File: src/rtl/tsc_pkg.sv
package tsc_pkg;

  localparam int PW = 16;

  localparam logic [3:0] PL_MX = 4'b0001;
  localparam logic [3:0] PL_PX = 4'b0010;
  localparam logic [3:0] PL_MY = 4'b0100;
  localparam logic [3:0] PL_PY = 4'b1000;

  localparam logic [1:0] MODE_DET = 2'd0;
  localparam logic [1:0] MODE_PRS = 2'd1;
  localparam logic [1:0] MODE_POS = 2'd2;

  localparam logic [1:0] CH_PX = 2'd0;
  localparam logic [1:0] CH_PY = 2'd2;

  typedef enum logic [4:0] {
    S_IDLE, S_X1, S_X2, S_X3, S_XSET, S_XGO, S_XWAIT,
    S_Y1, S_Y2, S_Y3, S_YSET, S_YGO, S_YWAIT,
    S_P1, S_PDLY, S_PGO, S_PWAIT,
    S_INT, S_PENW, S_CHK, S_NEXT, S_SLEEP, S_OFFR, S_OFFW
  } state_t;

  // Panel control word: power plates, ground plates, mode, bias.
  function automatic logic [PW-1:0] panel_word(input logic [3:0] pwr,
                                               input logic [3:0] gnd,
                                               input logic [1:0] mode,
                                               input logic       bias);
    return {4'b0000, bias, 1'b0, mode, gnd, pwr};
  endfunction

  function automatic logic pen_is_up(input logic [1:0] lvl);
    return lvl[0] | lvl[1];
  endfunction

  function automatic int us_to_cyc(input int us, input int cpu);
    return us * cpu;
  endfunction

  function automatic logic is_running(input state_t s);
    return (s != S_IDLE) && (s != S_OFFR) && (s != S_OFFW);
  endfunction

endpackage

File: src/rtl/tsc_dly_timer.sv
module tsc_dly_timer #(
  parameter int CNT_W = 8
) (
  input  logic             clk,
  input  logic             rst_n,
  input  logic             load,
  input  logic [CNT_W-1:0] load_val,
  output logic             zero
);
  logic [CNT_W-1:0] cnt;

  always_ff @(posedge clk) begin
    if (!rst_n)            cnt <= '0;
    else if (load)         cnt <= load_val;
    else if (cnt != '0)    cnt <= cnt - 1'b1;
  end

  assign zero = (cnt == '0);
endmodule

File: src/rtl/tsc_sample_hold.sv
module tsc_sample_hold #(
  parameter int ADC_W = 10
) (
  input  logic             clk,
  input  logic             rst_n,
  input  logic [2:0]       cap,
  input  logic [ADC_W-1:0] din,
  output logic [ADC_W-1:0] x,
  output logic [ADC_W-1:0] y,
  output logic [ADC_W-1:0] p
);
  logic [ADC_W-1:0] hold [3];

  for (genvar i = 0; i < 3; i++) begin : g_slot
    always_ff @(posedge clk) begin
      if (!rst_n)      hold[i] <= '0;
      else if (cap[i]) hold[i] <= din;
    end
  end

  assign x = hold[0];
  assign y = hold[1];
  assign p = hold[2];
endmodule

File: src/rtl/tsc_scan_seq.sv
module tsc_scan_seq import tsc_pkg::*; #(
  parameter int CLK_PER_US = 50,
  parameter int SETTLE_US  = 55,
  parameter int PRES_US    = 0,
  parameter int WAIT_US    = 10000,
  parameter int ADC_W      = 10
) (
  input  logic             clk,
  input  logic             rst_n,
  input  logic             enable,
  input  logic             pen_irq,
  input  logic             restart,
  input  logic             adc_done,
  input  logic [ADC_W-1:0] adc_data,
  input  logic [1:0]       pen_lvl,
  output logic             panel_we,
  output logic [PW-1:0]    panel_wdata,
  output logic             adc_en,
  output logic             adc_start,
  output logic [1:0]       adc_chan,
  output logic             smp_vld,
  output logic [ADC_W-1:0] smp_x,
  output logic [ADC_W-1:0] smp_y,
  output logic [ADC_W-1:0] smp_p,
  output logic             rel_vld,
  output logic             irq_arm
);
  localparam int SET_CYC  = us_to_cyc(SETTLE_US, CLK_PER_US);
  localparam int PRS_CYC  = us_to_cyc(PRES_US, CLK_PER_US);
  localparam int WAIT_CYC = us_to_cyc(WAIT_US, CLK_PER_US);
  localparam int MAX_AB   = (SET_CYC > PRS_CYC) ? SET_CYC : PRS_CYC;
  localparam int MAX_CYC  = (WAIT_CYC > MAX_AB) ? WAIT_CYC : MAX_AB;
  localparam int CNT_W    = $clog2(MAX_CYC + 1);
  localparam logic [CNT_W-1:0] SET_LD  = CNT_W'((SET_CYC  > 0) ? SET_CYC  - 1 : 0);
  localparam logic [CNT_W-1:0] PRS_LD  = CNT_W'((PRS_CYC  > 0) ? PRS_CYC  - 1 : 0);
  localparam logic [CNT_W-1:0] WAIT_LD = CNT_W'((WAIT_CYC > 0) ? WAIT_CYC - 1 : 0);

  state_t st, nxt;
  logic   tmr_zero, tmr_load;
  logic [CNT_W-1:0] tmr_val;
  logic   valid_q;

  // Named internal events for the checker.
  logic ev_pen_chk, ev_pen_up, ev_cap_x, ev_cap_y, ev_cap_p;

  assign ev_pen_chk = (st == S_CHK) && enable;
  assign ev_pen_up  = pen_is_up(pen_lvl);
  assign ev_cap_x   = (st == S_XWAIT) && adc_done;
  assign ev_cap_y   = (st == S_YWAIT) && adc_done;
  assign ev_cap_p   = (st == S_PWAIT) && adc_done;

  always_ff @(posedge clk) begin
    if (!rst_n) st <= S_IDLE;
    else        st <= nxt;
  end

  always_comb begin
    nxt = st;
    if (is_running(st) && !enable) begin
      nxt = S_OFFR;
    end else if (is_running(st) && restart) begin
      nxt = S_X1;
    end else begin
      case (st)
        S_IDLE:  if (enable) nxt = S_X1;
        S_X1:    nxt = S_X2;
        S_X2:    nxt = S_X3;
        S_X3:    nxt = (SET_CYC == 0) ? S_XGO : S_XSET;
        S_XSET:  if (tmr_zero) nxt = S_XGO;
        S_XGO:   nxt = S_XWAIT;
        S_XWAIT: if (adc_done) nxt = S_Y1;
        S_Y1:    nxt = S_Y2;
        S_Y2:    nxt = S_Y3;
        S_Y3:    nxt = (SET_CYC == 0) ? S_YGO : S_YSET;
        S_YSET:  if (tmr_zero) nxt = S_YGO;
        S_YGO:   nxt = S_YWAIT;
        S_YWAIT: if (adc_done) nxt = S_P1;
        S_P1:    nxt = (PRS_CYC == 0) ? S_PGO : S_PDLY;
        S_PDLY:  if (tmr_zero) nxt = S_PGO;
        S_PGO:   nxt = S_PWAIT;
        S_PWAIT: if (adc_done) nxt = S_INT;
        S_INT:   nxt = S_PENW;
        S_PENW:  if (tmr_zero) nxt = S_CHK;
        S_CHK:   nxt = ev_pen_up ? S_SLEEP : S_NEXT;
        S_NEXT:  if (tmr_zero) nxt = S_X1;
        S_SLEEP: if (pen_irq) nxt = S_X1;
        S_OFFR:  nxt = S_OFFW;
        S_OFFW:  nxt = S_IDLE;
        default: nxt = S_IDLE;
      endcase
    end
  end

  // Load the shared timer on entry into any delay state.
  always_comb begin
    tmr_load = 1'b0;
    tmr_val  = '0;
    if (nxt != st) begin
      case (nxt)
        S_XSET, S_YSET: begin tmr_load = 1'b1; tmr_val = SET_LD;  end
        S_PDLY:         begin tmr_load = 1'b1; tmr_val = PRS_LD;  end
        S_PENW, S_NEXT: begin tmr_load = 1'b1; tmr_val = WAIT_LD; end
        default: ;
      endcase
    end
  end

  tsc_dly_timer #(.CNT_W(CNT_W)) u_tmr (
    .clk(clk), .rst_n(rst_n), .load(tmr_load), .load_val(tmr_val), .zero(tmr_zero)
  );

  tsc_sample_hold #(.ADC_W(ADC_W)) u_hold (
    .clk(clk), .rst_n(rst_n), .cap({ev_cap_p, ev_cap_y, ev_cap_x}),
    .din(adc_data), .x(smp_x), .y(smp_y), .p(smp_p)
  );

  always_comb begin
    panel_we    = 1'b1;
    panel_wdata = '0;
    case (st)
      S_X1, S_X2: panel_wdata = panel_word(PL_PX, PL_MX, MODE_PRS, 1'b1);
      S_X3:       panel_wdata = panel_word(PL_PX, PL_MX, MODE_POS, 1'b1);
      S_Y1, S_Y2: panel_wdata = panel_word(PL_PY, PL_MY, MODE_PRS, 1'b1);
      S_Y3:       panel_wdata = panel_word(PL_PY, PL_MY, MODE_POS, 1'b1);
      S_P1:       panel_wdata = panel_word(PL_PX | PL_MX, PL_PY | PL_MY, MODE_PRS, 1'b1);
      S_INT:      panel_wdata = panel_word(PL_PX | PL_MX, PL_PY | PL_MY, MODE_DET, 1'b0);
      S_OFFW:     panel_wdata = '0;
      default:    panel_we    = 1'b0;
    endcase
  end

  always_comb begin
    adc_chan = CH_PX;
    case (st)
      S_XGO, S_XWAIT, S_PGO, S_PWAIT: adc_chan = CH_PY;
      default:                        adc_chan = CH_PX;
    endcase
  end

  assign adc_en    = (st >= S_X1) && (st <= S_PWAIT);
  assign adc_start = (st == S_XGO) || (st == S_YGO) || (st == S_PGO);
  assign smp_vld   = ev_pen_chk && !ev_pen_up;
  assign irq_arm   = ev_pen_chk && ev_pen_up;
  assign rel_vld   = valid_q && ((ev_pen_chk && ev_pen_up) || (st == S_OFFR));

  always_ff @(posedge clk) begin
    if (!rst_n)       valid_q <= 1'b0;
    else if (smp_vld) valid_q <= 1'b1;
    else if (rel_vld) valid_q <= 1'b0;
  end
endmodule

File: config.mk
export PLATFORM = sky130hd
export DESIGN_NAME = tsc_scan_seq
export DESIGN_NICKNAME = d
export VERILOG_FILES = /design/src/rtl/tsc_pkg.sv /design/src/rtl/tsc_dly_timer.sv /design/src/rtl/tsc_sample_hold.sv /design/src/rtl/tsc_scan_seq.sv
export SDC_FILE = /design/constraint.sdc
export NUM_CORES = 1
export LEC_CHECK = 0
export ABC_AREA = 0
export BUFFER_PORTS_ARGS = -buffer_cell sky130_fd_sc_hd__clkbuf_2
export CELL_PAD_IN_SITES_DETAIL_PLACEMENT = 1
export CELL_PAD_IN_SITES_GLOBAL_PLACEMENT = 1
export CORE_MARGIN = 2
export CORE_UTILIZATION = 42
export DETAILED_ROUTE_END_ITERATION = 16
export PLACE_DENSITY_LB_ADDON = 0.1
export RECOVER_POWER = 25
export SLEW_MARGIN = 20
export SYNTH_ARGS = -nofsm -noshare
export SYNTH_HDL_FRONTEND = slang
export SYNTH_HIERARCHICAL = 1
export SYNTH_SLANG_ARGS = --single-unit
File: constraint.sdc
create_clock -name clk -period 4.5 [get_ports clk]
set_input_delay 1.35 -clock clk [delete_from_list [all_inputs] [get_ports clk]]
set_output_delay 1.35 -clock clk [all_outputs]
set_load 0.05 [all_outputs]
==> Word-level counts from Yosys, hierarchy flattened <==
Memories as Yosys holds them, arrays and structs flattened.
Index checks and enable logic that the tools add are counted.
{ "op_classes": {"add_sub_neg": 1, "n_lt_le_gt_ge": 2, "n_eq_ne": 31, "n_mux": 38, "bitwise_logic": 4, "reduce_logical": 30} }
{ "op_table": {"columns": ["op", "n"], "rows": [
  ["one-hot mux 5 bit (23 select lines)", 1],
  ["one-hot mux 12 bit (6 select lines)", 1],
  ["2-to-1 mux 5 bit", 12],
  ["2-to-1 mux 19 bit", 3],
  ["equality test 5 x 4 -> 1 bit (second input constant)", 10],
  ["equality test 5 bit (second input constant)", 10],
  ["one-hot mux 19 bit (2 select lines)", 1],
  ["2-to-1 mux 10 bit", 3],
  ["equality test 5 x 3 -> 1 bit (second input constant)", 5],
  ["logical NOT 19 bit", 1],
  ["nonzero test 19 bit", 1],
  ["subtractor 19 x 1 -> 19 bit (second input constant)", 1],
  ["2-to-1 mux 1 bit", 16],
  ["logical AND 1 bit", 12],
  ["equality test 5 x 2 -> 1 bit (second input constant)", 2],
  ["inequality test 5 bit (second input constant)", 2],
  ["OR reduction 9 bit", 1],
  ["OR reduction 2 bit", 4],
  ["equality test 5 x 1 -> 1 bit (second input constant)", 1],
  ["greater-or-equal comparator 5 x 1 -> 1 bit (second input constant)", 1],
  ["less-or-equal comparator 5 bit (second input constant)", 1],
  ["logical NOT 5 bit", 1],
  ["inequality test 5 bit", 1],
  ["nonzero test 5 bit", 1],
  ["other kinds (7)", 14]
]} }
{ "word_totals": {"reg_bits": 25, "ramBits": 30, "inputBits": 18, "output_inout_bits": 54, "elab_cells": 110, "n_memories": 1} }
{ "mem_list": {"columns": ["name", "words", "width", "read_ports", "rd_ports_with_merged_regs", "wr", "line", "rtl"], "rows": [
  ["u_hold.hold", 3, 10, 3, 0, 3, "tsc_sample_hold.sv:12", "logic [ADC_W-1:0] hold [3];"]
]} }

==> Logic depth before layout (Yosys ltp) <==
Gate-level depths: netlist of run 1.
{ "depth": {"ltp_word": 11, "mapped_depth": 17, "ltp_nobuf": 15} }

==> Cells and area by module <==
Netlist of run 1, hierarchy kept.
{ "modules_own_cells": {"columns": ["module", "instances", "cells_each", "area_per_inst_um2", "seq_area_each_um2"], "rows": [
  ["tsc_scan_seq", 1, 179, 1263.7, 120.1],
  ["tsc_sample_hold", 1, 69, 1148.6, 900.9],
  ["tsc_dly_timer", 1, 137, 1141.1, 380.4]
]} }

==> Least setup slack after synthesis of run 1 <==
Ideal clock, no wire load.
{ "synth_path": {"kind": "register to output", "from": "reg st[3]", "to": "out panel_wdata[11]", "arrival_ps": 3721, "t_required_ps": 3150, "path_slack_ps": -571, "path_stages_with_launch": 8, "n_path_buf": 3, "path_cell_list": "dfxtp_1 -> buf_2 -> buf_2 -> buf_1 -> nor2_1 -> nor2_1 -> nor2_1 -> a2111oi_0"} }
{ "synth_via": {"elab_chain_len": 3, "word_cells_on_any_way": 11, "cone_classes": "eq/ne (8); mux (1); reduce/logical (2)"} }
{ "synth_lines": {"columns": ["item", "line", "rtl"], "rows": [
  ["from (decl)", "tsc_scan_seq.sv:38", "state_t st, nxt;"],
  ["from (signal assigned)", "tsc_scan_seq.sv:54", "else st <= nxt;"],
  ["equality test 5 x 3 -> 1 bit, or another cell as far along", "tsc_scan_seq.sv:120", "case (st)"],
  ["OR reduction 2 bit", null, null],
  ["one-hot mux 12 bit (6 select lines) (*)", "tsc_scan_seq.sv:120", null],
  ["to (decl)", "tsc_scan_seq.sv:17", "output logic [PW-1:0] panel_wdata,"]
]} }
Mark *: on every way between the ends. The rest lies on a longest branch, timed or not.

==> Worst setup path after layout of run 1 <==
{ "layout_path": {"from": "in restart", "to": "reg u_tmr.cnt[15]"} }
{ "layout_via": {"elab_chain_len": 8, "word_cells_on_any_way": 18, "cone_classes": "eq/ne (6); mux (7); reduce/logical (5)"} }
{ "layout_lines": {"columns": ["item", "line", "rtl"], "rows": [
  ["from (decl)", "tsc_scan_seq.sv:12", "input logic restart,"],
  ["logical AND 1 bit (*)", "tsc_scan_seq.sv:61", "end else if (is_running(st) && restart) begin"],
  ["2-to-1 mux 5 bit (*)", "tsc_scan_seq.sv:61", null],
  ["2-to-1 mux 5 bit (*)", "tsc_scan_seq.sv:59", "if (is_running(st) && !enable) begin"],
  ["equality test 5 bit, or another cell as far along", "tsc_scan_seq.sv:99", "case (nxt)"],
  ["OR reduction 5 bit (no line)", null, null],
  ["2-to-1 mux 1 bit", "tsc_scan_seq.sv:99", null],
  ["2-to-1 mux 1 bit (*)", "tsc_scan_seq.sv:98", "if (nxt != st) begin"],
  ["named net tmr_load", "tsc_scan_seq.sv:39", "logic tmr_zero, tmr_load;"],
  ["2-to-1 mux 19 bit or nonzero test 2 bit (tied branches)", null, null],
  ["to (signal assigned)", "tsc_dly_timer.sv:14", "else if (load) cnt <= load_val;"],
  ["to (signal assigned)", "tsc_dly_timer.sv:15", "else if (cnt != '0) cnt <= cnt - 1'b1;"],
  ["to (decl)", "tsc_dly_timer.sv:10", "logic [CNT_W-1:0] cnt;"]
]} }
Mark *: on every way through the listed nets, which the timed path passes. The rest lies on a longest branch.
A chain may end at the register's enable or synchronous reset.

==> results.yml, run 1 <==
timing:
  period_needed_ns: 4.00
  hold_viol: 0
  drv_slew: 0
  fin_setup_tns_ns: 0
  setup_viol: 0
  holdWs_ns: 0.543
  max_slew_margin_pct: 20.7
  setup_slack_ns: 0.495
  rsz0062_at_grt: "no"
  period_share_pct: 89.0
  tightest_slew_ns: 1.18
  skew_ns: 0.00937
  fmax_mhz: 250
setup_path:
  critPathSlowestCell: "o31ai_1"
  max_stage_delay_ns: 1.02
  cp_cell_sequence: "clkbuf_1 -> o31ai_1 -> o211a_1 -> o21ai_0 -> a211oi_1 -> buf_4 -> and2_1 -> nand2_1 -> and4_2 -> a2111oi_2"
  rrSetupSlack_ns: 0.58
  endpoint_kind: "flop"
  critical_path_class: "in -> reg"
  cp-start-kind: "primary input"
  critPathMaxFanout: 17
  required_ns: 4.71
  worst-endpoint-arrival_ns: 4.22
  crit_family: "compound AO/OA/AOI/OAI gates"
  crit_buf_inv: 2
die:
  fp.dieH_um: 96.0
  io_pins: 72
  die_x_um: 96.0
  std_cell_rows: 33
  start_util_pct: 43.2
  die_area_um2: 9210
  core_area_um2: 8220
synth:
  synthArstFlopShare_pct: 0
  synth_edf_count: 30
  synthFlopType: "edfxtp_1"
  syn_inst: 385
  ys_seq_area_share_pct: 39.4
  ys_warn_count: 6
  ys_ff_latch: 55
  synth_cell_type_count: 83
  syn-cell-area_um2: 3550
  synth_area_per_cell_um2: 9.23
final_layout:
  area_growth_pct: 12.5
  final_common_cell: "clkbuf_2"
  drive_above_1_share_pct: 24.0
  final_area_um2: 4000
  nNetsFinal: 460
  final_cell_mix: "clkbuf_2 (53), edfxtp_1 (30), nand2_1 (25), and3_1 (25), dfxtp_1 (24)"
  insertedDiodeCount: 0
route:
  routed_wl_um: 10100
  drc: 0
  post_drt_wl_per_cell_um: 18.5
  firstDrtPassIters: 4
  viasPerCell: 5.88
  ant_nets: 0
  drt_iter0_drc: 123
  vias: 3219
clock_network:
  root_buffer: "clkbuf_8"
  clkSinkCount: 55
  cts_hold_repair.buffers: 0
  cts_made_buffers: 5
  postCtsSetupBuffers: 0
  path_clk_slew_ns: 0.10
  tritoncts: "built"
  cts.htree.levels: 2
  clk_latency_ns: 0.31
  clockBufferDepth: 2
  cts_resized: 0
global_route:
  grt_util_all_layers_pct: 22.6
  grt_overflow_total: 0
  grt_pass1_vias: 3120
  antenna_found_initial: 0
  grt_max_degree: 40
  grt_pass1_wl_um: 16200
power_and_ir_drop:
  report.power.total_mw: 2.64
  ir_drop_mv: 0.312
  p_leak_nw: 1.63
  pwr_density_cell_nw_per_um2: 661
placed_design:
  place_ws_ns: 0.469
  port-buffer-count: 63
  hpwl_um: 7650
  gp_congestion: 0.855
  placed_cell_area_um2: 3940
worst_hold_path:
  hp-class: "reg -> reg"
status:
  status: "completed"
flow_run:
  maxCapViolCount: 0
## per-layer routing
metal | vias to the layer above | wire [µm] | track usage, % | part of all wire (%)
li1 | 1543 | - | - | -
met1 | 1583 | 4460 | 30.1 | 44
met2 | 85 | 5160 | 38.8 | 51
met3 | 8 | 416 | 2.51 | 4.1
met4 | 0 | 110 | 6.31 | 1.1
met5 | - | 0 | 0 | 0
## stage by stage
| stage | instances | utilization [%] |
|---|---|---|
| finish | 547 | 48.6 |
| CTS | 547 | 48.9 |
| detailed placement | 539 | 47.9 |
| global placement | 539 | 47.9 |
| global route | 547 | 48.6 |
| floorplan | 396 | - |
## kinds of logic after synthesis
| logic type | after synthesis | synth area share [%] |
|---|---|---|
| fa+ha+maj | 1 | 0.352 |
| other cells | 1 | 0.106 |
| compound gates | 96 | 21.2 |
| buf+inv | 50 | 7.08 |
| mux | 2 | 0.599 |
| xor+xnor | 13 | 3.20 |
| simple gates | 167 | 28.1 |
| flops | 55 | 39.4 |
## layout make-up
cell class	count	area, µm²
multi-input combinational	291	1940
tap	105	131
sequential	55	1400
clock inverter	2	12.5
inverter	12	45.0
fill	1023	4220
timing repair buffer	76	393
clock buffer	6	72.6
## worst reg2reg max path, stage by stage (launching register included)
cell and delay [ns]:
dfxtp_1 0.88, nor2b_1 0.27, a21oi_1 0.09, o31ai_1 0.94
o211a_1 0.29, o21ai_0 0.11, a211oi_1 0.19, buf_4 0.24
and2_1 0.18, nand2_1 0.09, and4_2 0.30, a2111oi_2 0.26
## where the power goes
group / switching [mW] / total, mW / internal (mW)
Combinational: 1.01 / 1.56 / 0.558
Sequential: 0.178 / 0.808 / 0.630
Clock: 0.162 / 0.271 / 0.109
## final timing paths
check,to,from,cells past startpoint
setup / recovery,u_tmr/cnt[15]$_SDFFE_PN0P_,restart,10
hold / removal,u_tmr/cnt[18]$_SDFFE_PN0P_,u_tmr/cnt[18]$_SDFFE_PN0P_,2
setup reg to reg,u_tmr/cnt[15]$_SDFFE_PN0P_,st[0]$_SDFF_PN0_,11
hold reg to reg,u_tmr/cnt[18]$_SDFFE_PN0P_,u_tmr/cnt[18]$_SDFFE_PN0P_,2
## synth_stat cells (all sizes together) (6+ instances only)
library cell  count  area (µm²)
nor2             22        85.1
nor4              9        77.6
or4               8        75.1
inv              12        45.1
clkbuf           10        38.8
buf              28         168
a21oi            16        95.1
nand2            25        93.8
o21ai            16        80.1
nand2b           11        68.8
o21a              6        45.0
xnor2             8        70.1
nand3            10        50.1
and3             34         224
nor2b             7        43.8
edfxtp           30         901
nor3             18        95.1
dfxtp            25         500
## registers in the layout, indices dropped and copies added, names as in the netlist
name and count:
valid_q 1, st 5, u_tmr/cnt 19, u_hold/hold 30
Note: power is estimated with default switching activity, not from simulation.
==> run 2: changes to the inputs <==
--- a/config.mk
+++ b/config.mk
@@ -10,7 +10,7 @@
 export CELL_PAD_IN_SITES_DETAIL_PLACEMENT = 1
 export CELL_PAD_IN_SITES_GLOBAL_PLACEMENT = 1
 export CORE_MARGIN = 2
-export CORE_UTILIZATION = 42
+export CORE_UTILIZATION = 38
 export DETAILED_ROUTE_END_ITERATION = 16
 export PLACE_DENSITY_LB_ADDON = 0.1
 export RECOVER_POWER = 25
==> constraint.sdc (replaced) <==
create_clock -name clk -period 3.45 [get_ports clk]
set_input_delay 1.035 -clock clk [delete_from_list [all_inputs] [get_ports clk]]
set_output_delay 1.035 -clock clk [all_outputs]
set_load 0.05 [all_outputs]
==> results.yml, run 2 (synthesis gave the netlist of run 1 again) <==
status:
  status: "completed"
worst_hold_path:
  min_from: "u_tmr/cnt[18]$_SDFFE_PN0P_"
  hp-class: "reg -> reg"
  hold_depth: 2
  min_to: "u_tmr/cnt[18]$_SDFFE_PN0P_"
final_layout:
  largest-register: "u_hold/hold"
  nNetsFinal: 487
  insertedDiodeCount: 0
  area_growth_pct: 21.8
  top_regs: "u_hold/hold x30, u_tmr/cnt x19, st x5"
  final_cell_mix: "clkbuf_2 (63), buf_4 (35), edfxtp_1 (30)"
  fill_cells: 1083
  instances_no_fill: 580
  drive_above_1_share_pct: 32.8
  final_common_cell: "clkbuf_2"
  largest_reg_flops: 30
timing:
  drv_slew: 0
  period_share_pct: 94.7
  setup_viol: 0
  max_slew_margin_pct: 51.1
  fin_setup_tns_ns: 0
  period_needed_ns: 3.27
  skew_ns: 0.00679
  fmax_mhz: 306
  tightest_slew_ns: 0.729
  hold_viol: 0
power_and_ir_drop:
  switching_share_pct: 50.0
  clkPwrFrac_pct: 10.3
  comb_power_share_pct: 63.8
  pwr_density_cell_nw_per_um2: 869
  netSwitchingPower_mw: 1.88
  pwr-share-seq_pct: 25.9
  p_int_mw: 1.88
  p_leak_nw: 1.82
  ir_drop_mv: 0.361
  report.power.total_mw: 3.76
clock_network:
  clkSinkCount: 55
  cts.htree.levels: 2
  clk_latency_ns: 0.31
  cts_made_buffers: 5
  tritoncts: "built"
  clockBufferDepth: 2
  cts_hold_repair.buffers: 0
  root_buffer: "clkbuf_8"
  path_clk_slew_ns: 0.11
global_route:
  antenna_found_initial: 0
  grt_max_degree: 38
  grt_overflow_total: 0
  grt_pass1_vias: 3226
  grt_pass1_wl_um: 16900
  grt_util_all_layers_pct: 21.0
route:
  firstDrtPassIters: 4
  viasPerCell: 5.71
  drt_iter0_drc: 172
  routed_wl_um: 10700
  vias: 3313
  drc: 0
  ant_nets: 0
  post_drt_wl_per_cell_um: 18.5
setup_path:
  required_ns: 3.67
  endpoint_kind: "flop"
  worstReg2RegEnd: "u_tmr/cnt[15]$_SDFFE_PN0P_"
  r2r_cells: 14
  rrSetupSlack_ns: 0.18
  cp-start-kind: "flop"
  r2r_start: "u_tmr/cnt[8]$_SDFFE_PN0P_"
  critPathMaxFanout: 5
  critical_path_class: "reg -> reg"
  worst-endpoint-arrival_ns: 3.49
placed_design:
  dp.cells: 570
  gp_congestion: 0.809
  port-buffer-count: 63
  hpwl_um: 8100
die:
  die_x_um: 101
  std_cell_rows: 35
  fp.dieH_um: 101
  io_pins: 72
  die_area_um2: 10100
  core_area_um2: 9150
  start_util_pct: 38.8
flow_run:
  maxCapViolCount: 0
==> run 2: metrics by stage <==
step / hold WS [ns] / setup WS [ns] / util [%] / cell area, µm²
after CTS: 0.505 / 0.111 / 46.8 / 4290
after detailed placement: 0.489 / 0.0387 / 45.8 / 4190
after global placement: 0.490 / 0.161 / 45.8 / 4190
final: 0.507 / 0.182 / 47.3 / 4330
after global routing: 0.588 / -0.00618 / 47.3 / 4330
after floorplan: 0.458 / -0.385 / - / 3650
==> run 2: metal layers <==
layer  GRT usage, %  vias up  share of wire, %
met2           34.1       75                46
met4           3.16        0              0.39
met3           2.84        4               4.3
li1               -     1594                 -
met1           30.4     1640                49
met5              0        -                 0
==> run 2: how the worst max path moves through the flow <==
stage	start	end	slack, ns
floorplan	st[1]$_SDFF_PN0_	panel_wdata[9]	-0.39
global placement	adc_done	u_tmr/cnt[15]$_SDFFE_PN0P_	0.16
global route	u_tmr/cnt[0]$_SDFFE_PN0P_	u_tmr/cnt[15]$_SDFFE_PN0P_	-0.006
CTS	u_tmr/cnt[0]$_SDFFE_PN0P_	u_tmr/cnt[15]$_SDFFE_PN0P_	0.11
detailed placement	adc_done	u_tmr/cnt[15]$_SDFFE_PN0P_	0.04
finish	u_tmr/cnt[8]$_SDFFE_PN0P_	u_tmr/cnt[15]$_SDFFE_PN0P_	0.18
==> run 2: power groups by stage <==
stage | logic (mW) | registers (mW) | clock network, mW
finish | 2.40 | 0.975 | 0.387
CTS | 2.35 | 0.970 | 0.402
floorplan | 1.62 | 1.03 | 0
global placement | 2.30 | 0.981 | 0
detailed placement | 2.33 | 0.983 | 0
global route | 2.59 | 0.993 | 0.423
==> run 2: worst max-delay path: stages (launching register included) <==
cell and delay (ns):
dfxtp_1 0.39, nor4_2 0.30, buf_4 0.18, nand4_1 0.17, nor2_4 0.17, mux2i_1 0.10, a211oi_1 0.22, o21a_2 0.17
nand4b_1 0.12, a32oi_2 0.18, a211oi_2 0.36, and2_4 0.20, nand2_1 0.11, and4_4 0.19, a2111oi_4 0.31
==> run 2: final cells by class <==
type                       count  area (µm²)  area share [%]
inverter                      12        45.0            1.04
clock inverter                 3        27.5           0.636
timing repair buffer         103         629            14.5
multi-input combinational    291        2020            46.6
clock buffer                   5        68.8            1.59
tap                          111         139            3.21
sequential                    55        1400            32.4
==> run 2: repair_timing <==
action	CTS	global route
endpoints found under the hold margin	0	0
resized for setup	0	7
endpoints found under the setup margin	0	8
setup buffers	0	2
